`src/rtl/dbi_pkg.sv`:
```
package dbi_pkg;
  localparam int unsigned BUS_W   = 64;
  localparam int unsigned GROUP_W = 16;
  localparam int unsigned N_GRP   = BUS_W / GROUP_W;
  localparam int unsigned CNT_W   = $clog2(GROUP_W + 1);

  typedef logic [GROUP_W-1:0] grp_word_t;
  typedef logic [CNT_W-1:0]   grp_cnt_t;
endpackage

```
`src/rtl/dbi_popcount.sv`:
```
module dbi_popcount #(
  parameter int unsigned W  = 16,
  localparam int unsigned CW = $clog2(W + 1)
) (
  input  logic [W-1:0]  vec_i,
  output logic [CW-1:0] cnt_o
);
  always_comb begin
    cnt_o = '0;
    for (int i = 0; i < int'(W); i++) begin
      cnt_o = cnt_o + CW'(vec_i[i]);
    end
  end
endmodule

```
`src/rtl/dbi_group_enc.sv`:
```
module dbi_group_enc #(
  parameter int unsigned GW = 16
) (
  input  logic [GW-1:0] true_i,
  input  logic [GW-1:0] wire_prev_i,
  output logic [GW-1:0] drive_o,
  output logic          inv_o,
  output logic          par_o
);
  localparam int unsigned CW   = $clog2(GW + 1);
  localparam int unsigned HALF = GW / 2;

  logic [GW-1:0] diff;
  logic [CW-1:0] flips;

  assign diff = true_i ^ wire_prev_i;

  dbi_popcount #(.W(GW)) u_cnt (
    .vec_i (diff),
    .cnt_o (flips)
  );

  // strictly more than half the group toggling selects inversion
  assign inv_o   = (flips > CW'(HALF));
  assign drive_o = inv_o ? ~true_i : true_i;
  assign par_o   = ^drive_o;
endmodule

```
`src/rtl/dbi_out_stage.sv`:
```
module dbi_out_stage #(
  parameter int unsigned NG = 4,
  parameter int unsigned GW = 16,
  localparam int unsigned BW = NG * GW
) (
  input  logic          clk,
  input  logic          rst_n,
  input  logic          load_i,
  input  logic          drain_i,
  input  logic [BW-1:0] data_i,
  input  logic [NG-1:0] inv_i,
  input  logic [NG-1:0] par_i,
  output logic          valid_o,
  output logic [BW-1:0] data_o,
  output logic [NG-1:0] inv_o,
  output logic [NG-1:0] par_o
);
  // parity of an all-ones group at reset
  localparam logic PAR_IDLE = GW[0];

  always_ff @(posedge clk or negedge rst_n) begin
    if (!rst_n) begin
      data_o <= '1;
      inv_o  <= '0;
      par_o  <= {NG{PAR_IDLE}};
    end else if (load_i) begin
      data_o <= data_i;
      inv_o  <= inv_i;
      par_o  <= par_i;
    end
  end

  always_ff @(posedge clk or negedge rst_n) begin
    if (!rst_n)       valid_o <= 1'b0;
    else if (load_i)  valid_o <= 1'b1;
    else if (drain_i) valid_o <= 1'b0;
  end
endmodule

```
`src/rtl/dbi_encoder.sv`:
```
module dbi_encoder
  import dbi_pkg::*;
#(
  parameter int unsigned GROUPS = N_GRP,
  parameter int unsigned GW     = GROUP_W,
  localparam int unsigned BW    = GROUPS * GW
) (
  input  logic          clk,
  input  logic          rst_n,
  input  logic          in_valid,
  output logic          in_ready,
  input  logic [BW-1:0] in_data,
  output logic          out_valid,
  input  logic          out_ready,
  output logic [BW-1:0] out_data,
  output logic [GROUPS-1:0] out_inv,
  output logic [GROUPS-1:0] out_par
);
  logic              accept;
  logic [BW-1:0]     drive_next;
  logic [GROUPS-1:0] inv_next;
  logic [GROUPS-1:0] par_next;

  assign in_ready = !out_valid || out_ready;
  assign accept   = in_valid && in_ready;

  // out_data doubles as the last driven wire state of every group
  for (genvar g = 0; g < int'(GROUPS); g++) begin : g_grp
    dbi_group_enc #(.GW(GW)) u_enc (
      .true_i      (in_data[g*GW +: GW]),
      .wire_prev_i (out_data[g*GW +: GW]),
      .drive_o     (drive_next[g*GW +: GW]),
      .inv_o       (inv_next[g]),
      .par_o       (par_next[g])
    );
  end

  dbi_out_stage #(.NG(GROUPS), .GW(GW)) u_out (
    .clk     (clk),
    .rst_n   (rst_n),
    .load_i  (accept),
    .drain_i (out_ready),
    .data_i  (drive_next),
    .inv_i   (inv_next),
    .par_i   (par_next),
    .valid_o (out_valid),
    .data_o  (out_data),
    .inv_o   (out_inv),
    .par_o   (out_par)
  );
endmodule

```
`config.mk`:
```
export PLATFORM = sky130hd
export DESIGN_NAME = dbi_encoder
export DESIGN_NICKNAME = d
export VERILOG_FILES = /design/src/rtl/dbi_pkg.sv /design/src/rtl/dbi_popcount.sv /design/src/rtl/dbi_group_enc.sv /design/src/rtl/dbi_out_stage.sv /design/src/rtl/dbi_encoder.sv
export SDC_FILE = /design/constraint.sdc
export NUM_CORES = 1
export LEC_CHECK = 0
export BUFFER_PORTS_ARGS = -buffer_cell sky130_fd_sc_hd__buf_2
export CAP_MARGIN = 20
export CORE_AREA = 2 2 125 127
export CTS_CLUSTER_SIZE = 30
export DETAILED_ROUTE_END_ITERATION = 8
export DIE_AREA = 0 0 127 129
export PLACE_DENSITY = 0.78
export SLEW_MARGIN = 15
export SYNTH_ARGS = -nofsm -noshare
export SYNTH_HDL_FRONTEND = slang
export SYNTH_HIERARCHICAL = 1
export SYNTH_SLANG_ARGS = --single-unit
```
`constraint.sdc`:
```
create_clock -name clk -period 5.17 [get_ports clk]
set_input_delay 0.517 -clock clk [delete_from_list [all_inputs] [get_ports clk]]
set_output_delay 0.517 -clock clk [all_outputs]
set_load 0.01 [all_outputs]
```
==> results_dict.tcl <==
set metrics [dict create \
    io_buffers 141 \
    grt_pass1_wl_mm 20.8 \
    drc 0 \
    clock_path_buffers 2 \
    period_minus_slack_ns 4.79 \
    synth.avg_cell_area_um2 12.1 \
    routedWlPerCell_um 13.8 \
    hold_viol 0 \
    area_growth_pct 17.4 \
    reg2reg_from "u_out/data_o[16]" \
    seq_area_frac_synth 0.288 \
    clk_latency_ns 0.34 \
    synth_nets 677 \
    grt_max_degree 74 \
    track_usage 0.160 \
    post_drt_via_cell_ratio 4.55 \
    drt-initial-drc-count 90 \
    root_buffer "clkbuf_16" \
    hpwl_mm 9.29 \
    setup.worst_path.class "flop to flop" \
    rows 45 \
    clkTransAtPathRegs_ns 0.06 \
    cp.required_ns 5.43 \
    die_h_um 129 \
    ys_ff_latch 73 \
    cts_sinks 73 \
    ant_nets 0 \
    crit_start "u_out/data_o[16]" \
    core-area_um2 15000 \
    postSynthCellCount 549 \
    grt_setup_unrepaired "false" \
    skew_ns 0.00711 \
    cts_setup_buffers 0 \
    drv_cap 0 \
    grt_pass1_vias 4347 \
    worst_pin_slew_ns 0.929 \
    num_vias 4042 \
    die_area_um2 16400 \
    dieWidth_um 127 \
    endpoint_kind "flop" \
    fin_setup_tns_ns 0 \
    cts_tree "done" \
    wl_mm 12.3 \
    drive_above_1_share 0.448 \
    maxSlewHeadroom 0.381 \
    gp_congestion 0.793 \
    boundaryPins 142 \
    yosysUniqueCellTypes 20 \
    fmax_mhz 209 \
    final_area_um2 7780 \
    period_share 0.927 \
    start_util 0.442 \
    htree_levels 3 \
    yosys_warnings 6 \
    placed_cell_area_um2 7430 \
    crit_path_start_kind "flop" \
    cts_resized 0 \
    arrival_ns 5.05 \
    antenna_found_initial 0 \
    cts_buffers 9 \
    syn-cell-area_um2 6630 \
    antenna_cells 0 \
    drt_pass1_iterations 4 \
    finalNetCount 824 \
    hold_class "input pin to asynchronous set/reset pin" \
    setup_violations 0 \
    drv_slew 0 \
    worstPathMaxFanout 8 \
    status "complete, no violations" \
    gr-total-overflow 0 \
    postCtsHoldBufs 0 \
]
-- layout by cell type, fill, tap and decap left out, types with 4 or more instances in the layout --
cell       instances
buf_4              6
a21o_1             5
nor2b_1            4
mux2_4            69
fa_1              40
buf_2            140
inv_1            109
or3_4              4
xor2_1            68
clkbuf_16          9
ha_1              20
a21oi_2            4
o21a_1             4
dfrtp_1            9
dfstp_2           64
xnor2_1          128
a21oi_4            4
-- worst paths after layout --
kind / slack, ns / cells past startpoint / to
max: 0.38 / 16 / u_out/data_o[19]
min: 0.34 / 1 / u_out/par_o[0]
max reg2reg: 0.38 / 16 / u_out/data_o[19]
min reg2reg: 0.51 / 1 / u_out/inv_o[0]
max in group asynchronous: 4.25 / 1 / u_out/inv_o[2]
min in group clk: 0.47 / 3 / u_out/valid_o
-- layout make-up --
class / instances / area, µm²
Fill cell: 1301 / 7200
Multi-Input combinational cell: 355 / 4100
Sequential cell: 73 / 1910
Timing Repair Buffer: 148 / 786
Inverter: 109 / 409
Clock buffer: 10 / 239
Tap cell: 188 / 235
Clock inverter: 6 / 105
-- routing by layer --
layer	track usage	vias up	part of all wire
li1	-	1950	-
met1	0.202	1995	0.45
met2	0.277	84	0.49
met3	0.0283	13	0.040
met4	0.0556	0	0.015
met5	0	-	0
-- cells in the mapped netlist (all sizes together) --
master / n / area share
ha: 20 / 0.038
xor2: 68 / 0.090
dfrtp: 9 / 0.034
inv: 109 / 0.062
xnor2: 128 / 0.17
nor2b: 4 / 0.0038
buf: 12 / 0.032
a21o: 5 / 0.0057
mux2: 72 / 0.16
a21oi: 8 / 0.015
fa: 40 / 0.12
dfstp: 64 / 0.25
nand2b: 1 / 0.0021
or3: 4 / 0.0068
o21a: 4 / 0.0045
and2: 1 / 0.0013
-- critical path, stage by stage (launching register included) --
cell and delay, ns:
dfstp_2 0.54, xor2_1 0.17, inv_1 0.08, fa_1 0.56
fa_1 0.44, fa_1 0.54, fa_1 0.41, inv_1 0.07
ha_1 0.18, inv_1 0.08, fa_1 0.40, xnor2_1 0.15
or3_4 0.40, a21oi_4 0.15, buf_4 0.20, xnor2_1 0.09
mux2_4 0.25
-- cells by family (layout without fill, tap and decap cells) --
family          Yosys count  in the layout  synth area share
compound gates           17             17            0.0253
flops                    73             73             0.288
simple gates             10             10            0.0140
fa+ha+maj                60             60             0.159
xor+xnor                196            196             0.259
buf+inv                 121            273            0.0937
mux                      72             72             0.161
-- state kept, by name, indices dropped and copies added (netlist names) --
name	flops
u_out/inv_o	4
u_out/par_o	4
u_out/data_o	64
u_out/valid_o	1
-- stage by stage --
stage | hold WS (ns) | setup WS, ns | instances | utilization
after global placement | 0.491 | 0.296 | 873 | 0.496
after CTS | 0.364 | 0.341 | 889 | 0.519
after global routing | 0.415 | 0.142 | 889 | 0.519
after detailed placement | 0.491 | 0.236 | 873 | 0.496
final | 0.335 | 0.377 | 889 | 0.519
after floorplan | 0.221 | 0.439 | 549 | -
Power is not shown: default switching activity piles up to over one toggle a cycle in this logic, so the estimate is an artifact.
